### config.mk
export PLATFORM = sky130hd
export DESIGN_NAME = xs3_addsub
export DESIGN_NICKNAME = d
export VERILOG_FILES = /design/src/rtl/xs3_pkg.sv /design/src/rtl/xs3_ripple.sv /design/src/rtl/xs3_fix.sv /design/src/rtl/xs3_check.sv /design/src/rtl/xs3_addsub.sv
export SDC_FILE = /design/constraint.sdc
export NUM_CORES = 1
export LEC_CHECK = 0
export BUFFER_PORTS_ARGS = -buffer_cell sky130_fd_sc_hd__buf_2
export CAP_MARGIN = 20
export CORE_MARGIN = 3
export CORE_UTILIZATION = 57
export DETAILED_ROUTE_END_ITERATION = 12
export PLACE_DENSITY = 0.82
export SLEW_MARGIN = 20
export SYNTH_ARGS = -nofsm -noshare
export SYNTH_HDL_FRONTEND = slang
export SYNTH_SLANG_ARGS = --single-unit
### constraint.sdc
create_clock -name clk -period 9.6 [get_ports clk]
set_input_delay 1.92 -clock clk [delete_from_list [all_inputs] [get_ports clk]]
set_output_delay 1.92 -clock clk [all_outputs]
set_load 0.02 [all_outputs]
### src/rtl/xs3_pkg.sv
package xs3_pkg;
    localparam int DW = 4;
    localparam logic [DW-1:0] CODE_LO = 4'd3;
    localparam logic [DW-1:0] CODE_HI = 4'd12;
    localparam logic [DW-1:0] FIX_UP = 4'd3;
    localparam logic [DW-1:0] FIX_DOWN = 4'd13;

    typedef enum logic {
        ST_IDLE,
        ST_PRESENT
    } ctl_state_t;

    function automatic logic code_ok(input logic [DW-1:0] c);
        return (c >= CODE_LO) && (c <= CODE_HI);
    endfunction
endpackage

### src/rtl/xs3_ripple.sv
module xs3_ripple #(
    parameter int NDIG = 4
) (
    input  logic [4*NDIG-1:0] a,
    input  logic [4*NDIG-1:0] b,
    input  logic              cin,
    output logic [4*NDIG-1:0] raw,
    output logic [NDIG-1:0]   cy
);
    logic [NDIG:0] chain;
    assign chain[0] = cin;

    for (genvar d = 0; d < NDIG; d++) begin : g_dig
        logic [4:0] part;
        assign part = {1'b0, a[4*d +: 4]} + {1'b0, b[4*d +: 4]} + {4'b0, chain[d]};
        assign raw[4*d +: 4] = part[3:0];
        assign cy[d] = part[4];
        assign chain[d+1] = part[4];
    end
endmodule

### src/rtl/xs3_fix.sv
module xs3_fix
    import xs3_pkg::*;
#(
    parameter int NDIG = 4
) (
    input  logic [4*NDIG-1:0] raw,
    input  logic [NDIG-1:0]   cy,
    input  logic              invert,
    output logic [4*NDIG-1:0] fixed
);
    for (genvar d = 0; d < NDIG; d++) begin : g_dig
        logic [3:0] adj;
        assign adj = raw[4*d +: 4] + (cy[d] ? FIX_UP : FIX_DOWN);
        assign fixed[4*d +: 4] = invert ? ~adj : adj;
    end
endmodule

### src/rtl/xs3_check.sv
module xs3_check
    import xs3_pkg::*;
#(
    parameter int NDIG = 4
) (
    input  logic [4*NDIG-1:0] opa,
    input  logic [4*NDIG-1:0] opb,
    output logic              bad
);
    logic [NDIG-1:0] bad_vec;

    for (genvar d = 0; d < NDIG; d++) begin : g_dig
        assign bad_vec[d] = !code_ok(opa[4*d +: 4]) || !code_ok(opb[4*d +: 4]);
    end

    assign bad = |bad_vec;
endmodule

### src/rtl/xs3_addsub.sv
module xs3_addsub
    import xs3_pkg::*;
#(
    parameter int NDIG = 4
) (
    input  logic              clk,
    input  logic              rst,
    input  logic              in_valid,
    input  logic              op_sub,
    input  logic [4*NDIG-1:0] opa,
    input  logic [4*NDIG-1:0] opb,
    output logic [4*NDIG-1:0] res,
    output logic              carry_out,
    output logic              neg,
    output logic              out_valid,
    output logic              bad_digit
);
    localparam int W = 4 * NDIG;

    ctl_state_t state;

    logic [W-1:0]    addend;
    logic [W-1:0]    raw_first;
    logic [W-1:0]    raw_second;
    logic [NDIG-1:0] cy_first;
    logic [NDIG-1:0] cy_second;
    logic [W-1:0]    raw_sel;
    logic [NDIG-1:0] cy_sel;
    logic [W-1:0]    fixed;
    logic            top_carry;
    logic            end_around;
    logic            borrow;
    logic            bad_any;

    assign addend = op_sub ? ~opb : opb;

    xs3_ripple #(.NDIG(NDIG)) u_pass_first (
        .a(opa), .b(addend), .cin(1'b0), .raw(raw_first), .cy(cy_first)
    );

    xs3_ripple #(.NDIG(NDIG)) u_pass_second (
        .a(opa), .b(addend), .cin(1'b1), .raw(raw_second), .cy(cy_second)
    );

    assign top_carry  = cy_first[NDIG-1];
    assign end_around = op_sub & top_carry;
    assign borrow     = op_sub & ~top_carry;
    assign raw_sel    = end_around ? raw_second : raw_first;
    assign cy_sel     = end_around ? cy_second : cy_first;

    xs3_fix #(.NDIG(NDIG)) u_fix (
        .raw(raw_sel), .cy(cy_sel), .invert(borrow), .fixed(fixed)
    );

    xs3_check #(.NDIG(NDIG)) u_check (
        .opa(opa), .opb(opb), .bad(bad_any)
    );

    // state register
    always_ff @(posedge clk) begin
        if (rst) begin
            state <= ST_IDLE;
        end else begin
            unique case (state)
                ST_IDLE:    state <= in_valid ? ST_PRESENT : ST_IDLE;
                ST_PRESENT: state <= in_valid ? ST_PRESENT : ST_IDLE;
                default:    state <= ST_IDLE;
            endcase
        end
    end

    // result and flag registers
    always_ff @(posedge clk) begin
        if (rst) begin
            res       <= '0;
            carry_out <= 1'b0;
            neg       <= 1'b0;
            bad_digit <= 1'b0;
        end else if (in_valid) begin
            res       <= fixed;
            carry_out <= ~op_sub & top_carry;
            neg       <= borrow;
            bad_digit <= bad_any;
        end
    end

    assign out_valid = (state == ST_PRESENT);


    strobe_follow_chk: assert property (@(posedge clk) disable iff (rst)
        in_valid |=> out_valid);

    strobe_drop_chk: assert property (@(posedge clk) disable iff (rst)
        !in_valid |=> !out_valid);

    add_not_neg_chk: assert property (@(posedge clk) disable iff (rst)
        (in_valid && !op_sub) |=> !neg);

    sub_no_overflow_chk: assert property (@(posedge clk) disable iff (rst)
        (in_valid && op_sub) |=> !carry_out);

    bad_flag_chk: assert property (@(posedge clk) disable iff (rst)
        in_valid |=> (bad_digit == $past(bad_any)));

    hold_res_chk: assert property (@(posedge clk) disable iff (rst)
        !in_valid |=> ($stable(res) && $stable(neg) && $stable(carry_out)));

    for (genvar d = 0; d < NDIG; d++) begin : g_rng

        digit_range_chk: assert property (@(posedge clk) disable iff (rst)
            (in_valid && !bad_any) |=> code_ok(res[4*d +: 4]));
    end
endmodule

==> out/metrics.cfg, run 1 <==
[status]
outcome=finished, final reports clean

[placed_design]
dpl_cell_area_um2=3180
numPortBuffers=55
placed_cells=446
place.gp.congestion=0.902
dp_hpwl_um=4890

[clock_tree]
cts_buffer_depth=2
clk_root_buffer_cell=clkbuf_8
cts_setup_buffers=0
clock_sink_count=20
cts_tree=built
clk_pin_slew_ps=70
post_cts_resized=0
postCtsHoldBufs=0
cts_buffers=3
cts_max_level=1
clk_latency_ps=250

[synth]
yosysWarningCount=0
ys_ff_latch=20
ys.flop_type=dfxtp_1
syn_inst=333
synth.avg_cell_area_um2=8.54
ys_types=41
async_flop_share_pct=0
syn_nets=414
syn_area_um2=2850
synth_edf_count=0
yosysSeqAreaShare_pct=14.1

[timing]
rsz0062_at_grt=no
tns_ps=0
timing.slew.headroom_pct=52.9
period_share_pct=83.3
hold_viol=0
skew_ps=0
drv_slew=0
worstMarginPinSlew_ps=691
setup_violations=0
fin_crit_ps=7990
fmax_mhz=125

[setup_path]
start_kind=input port
path_class=input port to flip-flop
crit_slowest_cell=mux2i_4
r2r_start=res[8]
cp.arrival_ps=8120
startpoint=op_sub
endpoint_kind=flip-flop
rrSetupSlack_ps=8850
crit_fanout=19
required_ps=9730
path_common_cell=ha_1
slowest_delay_ps=680

[final_layout]
antenna_cells=0
final_cell_count_no_fill=450
design_area_um2=3230
nets=465
area_delta_synth_final_pct=13.5
drive_above_1_share_pct=19.6

[grt]
grt_pass1_vias=2319
track_usage_pct=20.5
grt_first_pass_wirelength_um=10200
grt.overflow.total=0
antenna_found_initial=0
grt_max_degree=33

[detailed_routing]
drt_wl_total_um=5780
ant_nets=0
drtIter0Drc=136
drc=0
vias=2451
wl_per_cell_um=12.8
dr.pass1.iters=4
viasPerCell=5.45

[run]
maxCapViolations=0

[power]
ir_drop_v=0.0000801
power.density_nw_per_um2=200
leakage_nw=1.51

[floorplan]
die-height_um=76.7
std_cell_rows=25
dieArea_um2=5880
die_x_um=76.7
core_um2=4790
start_util_pct=59.5
io_pins=56

[min_path]
min_from=res[14]
holdCritPathClass=flip-flop to flip-flop

-- synthesized netlist by cell type, types with 2 or more instances --
library cell | count | share of area [%]
a311oi_1 | 3 | 0.92
clkbuf_1 | 7 | 0.92
a211oi_1 | 11 | 2.9
fa_1 | 8 | 5.6
xnor2_1 | 35 | 11
and2_1 | 2 | 0.44
nor2b_1 | 8 | 1.8
o21a_1 | 3 | 0.79
a221o_1 | 2 | 0.70
nand4_1 | 2 | 0.44
a21oi_1 | 14 | 2.5
xnor2_2 | 4 | 2.3
nand3b_1 | 3 | 0.79
mux2i_1 | 14 | 4.9
nand2_1 | 29 | 3.8
a221oi_1 | 2 | 0.62
o211ai_1 | 6 | 1.6
nor3_1 | 3 | 0.53
a21o_1 | 5 | 1.3
inv_1 | 21 | 2.8
xor2_1 | 20 | 6.2
nor2_1 | 24 | 3.2
o21ai_1 | 4 | 0.70
ha_1 | 37 | 16
mux2i_4 | 2 | 1.6
nand3_1 | 5 | 0.88
mux2_2 | 6 | 2.4
buf_2 | 2 | 0.35
o21ai_0 | 8 | 1.4
dfxtp_1 | 20 | 14
buf_1 | 2 | 0.26
nand2b_1 | 6 | 1.3
a211o_1 | 6 | 1.8
a2111oi_0 | 2 | 0.62
-- cell type report --
class	instances	area (um^2)
Tap cell	67	83.8
Clock buffer	4	55.1
Inverter	21	78.8
Multi-Input combinational cell	281	2320
Sequential cell	20	400
Fill cell	411	1560
Timing Repair Buffer	57	290
-- metrics by stage --
| stage | total power [mW] | worst slack (ps) | hold WS, ps | util [%] |
|---|---|---|---|---|
| 2_1_floorplan | 0.489 | 1140 | 543 | - |
| 3_3_place_gp | 0.567 | 1670 | 468 | 66.4 |
| 3_5_place_dp | 0.587 | 1320 | 476 | 66.4 |
| 4_1_cts | 0.653 | 1610 | 486 | 67.5 |
| 5_1_grt | 0.717 | 1120 | 497 | 67.5 |
| 6_report | 0.647 | 1610 | 482 | 67.5 |
-- worst max-delay path: cells and delay by family --
kind                     cells  cell delay [ps]
multiplexers                 3             1120
buffers and inverters        3              560
AO/OA/AOI/OAI                3              560
XOR/XNOR                     5              970
AND/OR/NAND/NOR              6              650
adder cells (fa/ha/maj)      9             2340
-- worst paths after layout --
path | to | cells past startpoint
worst max register to register | res[8] | 2
worst min register to register | res[14] | 2
worst min-delay path | res[14] | 2
worst max-delay path | res[3] | 29
-- cells by family after synthesis --
family          share of synthesized area (%)
simple gates                             13.6
compound gates                           16.7
xor+xnor                                 20.1
fa+ha+maj                                21.9
buf+inv                                  4.31
mux                                      9.37
flops                                    14.1
-- cells in the final DEF, fill, tap and decap left out, types with 2 or more instances in the layout --
cell,Yosys,layout
buf_2,2,55
ha_1,37,37
xnor2_1,35,35
nand2_1,29,29
nor2_1,24,24
inv_1,21,21
xor2_1,20,20
dfxtp_1,20,20
a21oi_1,14,14
mux2i_1,14,14
a211oi_1,11,11
nor2b_1,8,8
o21ai_0,8,8
fa_1,8,8
nand2b_1,6,6
mux2_2,6,6
a211o_1,6,6
o211ai_1,6,6
a21o_1,5,5
nand3_1,5,5
o21ai_1,4,4
xnor2_2,4,4
clkbuf_8,0,4
o21a_1,3,3
nand3b_1,3,3
a311oi_1,3,3
nor3_1,3,3
and2_1,2,2
mux2i_4,2,2
a221oi_1,2,2
a2111oi_0,2,2
a221o_1,2,2
nand4_1,2,2
buf_4,0,2
-- flip-flops by register name (all words and copies together), names as in the netlist --
register   flops
res           16
bad_digit      1
carry_out      1
neg            1
out_valid      1
-- where the power goes --
group          switching [mW]  internal, mW
sequential             0.0106         0.106
combinational           0.250         0.219
clock                  0.0254        0.0364
-- routing by layer --
layer	GRT usage (%)	wire length (um)	vias up
met2	33.5	2560	63
met4	6.34	46	0
met3	2.11	267	4
met5	0	0	-
met1	28.5	2910	1108
li1	-	-	1276
(Power assumes the default switching activity.)
==> run 2: changes to the inputs <==
- clock period: 9.6 -> 8.3 ns (I/O delays scaled with it)
==> out/metrics.cfg, run 2 (synthesis results as in run 1) <==
[timing]
fmax_mhz=133
rsz0062_at_grt=no
tns_ps=0
worstMarginPinSlew_ps=746
skew_ps=0
fin_crit_ps=7500
hold_viol=0
timing.slew.headroom_pct=49.3
period_share_pct=90.3
setup_violations=0
drv_slew=0

[clock_tree]
cts_setup_buffers=0
cts_buffers=3
postCtsHoldBufs=0
clk_pin_slew_ps=70
cts_tree=built
clk_latency_ps=260
clock_sink_count=20
clk_root_buffer_cell=clkbuf_8
post_cts_resized=0
cts_max_level=1
cts_buffer_depth=2

[setup_path]
slowest_delay_ps=480
crit_buf_inv=4
endpoint_kind=flip-flop
path_class=input port to flip-flop
path_common_cell=ha_1
crit_fanout=11
critical-path-top-delay-family=adder cells
start_kind=input port
crit_slowest_cell=mux2i_4
cp.arrival_ps=7670
required_ps=8470

[floorplan]
core_um2=4790
dieArea_um2=5880
start_util_pct=59.5
io_pins=56
die-height_um=76.7
die_x_um=76.7
std_cell_rows=25

[detailed_routing]
drtIter0Drc=85
ant_nets=0
vias=2442
dr.pass1.iters=4
drc=0
viasPerCell=5.40
wl_per_cell_um=13.0
drt_wl_total_um=5860

[grt]
track_usage_pct=20.6
grt_first_pass_wirelength_um=10400
grt.overflow.total=0
grt_pass1_vias=2334
antenna_found_initial=0
grt_max_degree=33

[final_layout]
nets=467
regMostFlops=res
largest_reg_flops=16
antenna_cells=0
drive_above_1_share_pct=20.0
layout_common_cells=55 x buf_2, 37 x ha_1, 35 x xnor2_1
area_delta_synth_final_pct=14.6
fill_cells=400
final_common_cell=buf_2

[run]
maxCapViolations=0

[power]
ir_drop_v=0.000122
clkPwrFrac_pct=12.4
internal-power_mw=0.442
switching_share_pct=42.8
power.density_nw_per_um2=237
leakage_nw=1.53
p_switching_mw=0.331
power_mw=0.772
seq_power_share_pct=17.4
power_frac_comb_pct=70.2

[placed_design]
numPortBuffers=55
place.gp.congestion=0.894
dp_hpwl_um=4900

[min_path]
holdCritPathClass=flip-flop to flip-flop

[status]
outcome=finished, final reports clean

==> run 2: changes by cell type in the layout (fill, tap and decap cells not counted), sizes merged <==
cell    previous run  this run
buf               57        59
bufinv             0         1
clkbuf             4         3
==> run 2: path summary, 6_finish.rpt <==
path	cells after the start	to	from	slack (ps)
worst min-delay path	2	res[10]	res[10]	480
worst max-delay path	28	res[11]	op_sub	800
worst max register to register	2	res[8]	res[8]	7560
worst min register to register	2	res[10]	res[10]	480
==> run 2: power groups by stage <==
stage	combinational [mW]	clock, mW	sequential [mW]
2_1_floorplan	0.397	0	0.169
3_3_place_gp	0.523	0	0.135
3_5_place_dp	0.537	0	0.136
4_1_cts	0.544	0.0960	0.135
5_1_grt	0.607	0.101	0.138
6_report	0.542	0.0955	0.134
==> run 2: layout make-up <==
class	count	area, um^2	share of cell area (%)
flip-flops and latches	20	400	12.3
repair buffers	59	305	9.36
clock inverters	1	30.0	0.921
clock buffers	3	41.3	1.27
multi-input cells	281	2320	71.2
inverters	21	78.8	2.42
well taps	67	83.8	2.57
==> run 2: worst register-to-register path, cell delays in order (launching register included) <==
cell,delay [ps]
dfxtp_1,340
nor2_1,50
a311oi_1,260
==> run 2: metal layers <==
| metal | global-route usage [%] | up-vias | share of wire [%] |
|---|---|---|---|
| met1 | 28.8 | 1093 | 50 |
| met5 | 0 | - | 0 |
| met4 | 4.35 | 0 | 1.1 |
| li1 | - | 1277 | - |
| met2 | 35.1 | 65 | 45 |
| met3 | 1.17 | 7 | 4.5 |
==> run 2: metrics by stage <==
| stage | instances | hold slack, ps | worst slack, ps | util (%) | instance area, um^2 |
|---|---|---|---|---|---|
| 2_1_floorplan | 333 | 543 | 98.7 | - | 2850 |
| 3_3_place_gp | 448 | 459 | 872 | 66.7 | 3190 |
| 3_5_place_dp | 448 | 475 | 579 | 66.7 | 3190 |
| 4_1_cts | 452 | 485 | 781 | 68.2 | 3260 |
| 5_1_grt | 452 | 513 | 324 | 68.2 | 3260 |
| 6_report | 452 | 480 | 804 | 68.2 | 3260 |
==> run 3: changes to the inputs <==
- ABC_AREA: unset -> 1
- CORE_UTILIZATION: 57 -> 58
- clock period: 8.3 -> 7.5 ns (I/O delays scaled with it)
==> out/metrics.cfg, run 3 <==
[status]
outcome=finished, final reports clean

[synth]
synth_top_area_cell=ha_1
synth.avg_cell_area_um2=6.50
synthTopCellsByCount=110 x nand2_1, 85 x inv_1, 43 x nand3_1
syn_inst=503
ys_types=37
yosysSeqAreaShare_pct=12.2
async_flop_share_pct=0
yosysWarningCount=0
yosysMostFrequentCell=nand2_1
synth_top_area_share_pct=14.2
ys_ff_latch=20
syn_area_um2=3270
syn_nets=584
yosys-top-cells-area=ha_1 14%, nand2_1 13%, dfxtp_1 12%
synth_edf_count=0
ys.flop_type=dfxtp_1

[clock_tree]
cts_buffers=3
clk_latency_ps=250
clock_sink_count=20
cts_max_level=1
cts_tree=built
clk_root_buffer_cell=clkbuf_8
post_cts_resized=0
cts_setup_buffers=0
postCtsHoldBufs=0
cts_buffer_depth=2
clk_pin_slew_ps=70

[timing]
setup_ws_ps=666
timing.slew.headroom_pct=62.3
period_share_pct=91.1
hold_viol=0
skew_ps=0
drv_slew=0
rsz0062_at_grt=no
worstMarginPinSlew_ps=559
setup_violations=0
fin_crit_ps=6830
whs_ps=465
tns_ps=0
fmax_mhz=146

[grt]
antenna_found_initial=1
grt_max_degree=26
track_usage_pct=24.2
grt_pass1_vias=3250
grt.overflow.total=0
grt_first_pass_wirelength_um=13200

[setup_path]
start_kind=input port
crit_buf_inv=6
critical-path-top-delay-family=adder cells
path_common_cell=nand2_1
path_class=input port to flip-flop
endpoint_kind=flip-flop
cp.arrival_ps=6990
slowest_delay_ps=410
required_ps=7660
crit_slowest_cell=fa_1
crit_fanout=22
rrSetupSlack_ps=6800

[floorplan]
core_um2=5270
die_x_um=81.1
std_cell_rows=26
die-height_um=81.1
io_pins=56
dieArea_um2=6580
start_util_pct=62.1

[detailed_routing]
dr.pass1.iters=4
wl_per_cell_um=11.9
drt_wl_total_um=7360
drtIter0Drc=188
drc=0
ant_nets=0
vias=3273
viasPerCell=5.30

[power]
leakage_nw=2.10
ir_drop_v=0.000121
power_mw=0.788
power.density_nw_per_um2=219

[final_layout]
design_area_um2=3600
regMostFlops=res
drive_above_1_share_pct=16.6
final_cell_count_no_fill=618
area_delta_synth_final_pct=10.2
antenna_cells=0
final_common_cell=nand2_1
fill_cells=488
largest_reg_flops=16
layout_common_cells=110 x nand2_1, 85 x inv_1, 55 x buf_2
nets=631
final_util_pct=68.4

[placed_design]
place_ws_ps=388
dpl_cell_area_um2=3560
place.gp.congestion=0.892
placed_cells=615
numPortBuffers=55
dp_hpwl_um=6130

[run]
maxCapViolations=0

[min_path]
holdCritPathClass=flip-flop to flip-flop

run 3: cell count changes in the layout (fill, tap and decap cells not counted), sizes merged, moves of 11 or more:
cell    before  now
a211oi      11    0
a21oi       15   26
inv         21   88
mux2i       17    3
nand2       29  128
nand3        5   47
nor2        24   35
o21ai       12   23
xnor2       39   10
xor2        20   32
run 3: logic make-up (layout without fill, tap and decap cells):
kind of cell    Yosys count  count (layout)  share of synthesized area, %
simple gates            230             230                          33.1
flops                    20              20                          12.2
xor+xnor                 42              42                          11.7
mux                       3               3                         0.918
fa+ha+maj                45              45                          19.1
compound gates           61              61                          10.4
buf+inv                 102             147                          12.6
run 3: path summary, 6_finish.rpt:
check / from / cells after the start / end
worst max-delay path: op_sub / 37 / res[11]
worst min-delay path: res[8] / 2 / res[8]
worst max register to register: res[10] / 4 / res[10]
worst min register to register: res[8] / 2 / res[8]
run 3: report_power, final:
group	internal [mW]	total [mW]	switching (mW)
registers	0.127	0.138	0.0103
logic	0.225	0.581	0.356
clock network	0.0358	0.0701	0.0343
run 3: per-layer routing:
layer / GRT usage, % / vias to the layer above / part of all wire (%)
met4: 3.89 / 2 / 0.94
met1: 27.5 / 1511 / 42
met3: 3.77 / 6 / 3.8
met5: 0 / - / 0.18
met2: 47.5 / 52 / 53
li1: - / 1702 / -
run 3: final cells by class:
class,instances,area [um^2],share of cell area [%]
multi-input cells,381,2460,68.2
flip-flops and latches,20,400,11.1
inverters,88,333,9.24
repair buffers,56,283,7.85
well taps,70,87.6,2.43
clock buffers,3,41.3,1.15
run 3: worst min-delay path, cell delays in order (launching register included):
cell	delay, ps
dfxtp_1	310
nand2_1	60
a21oi_1	50
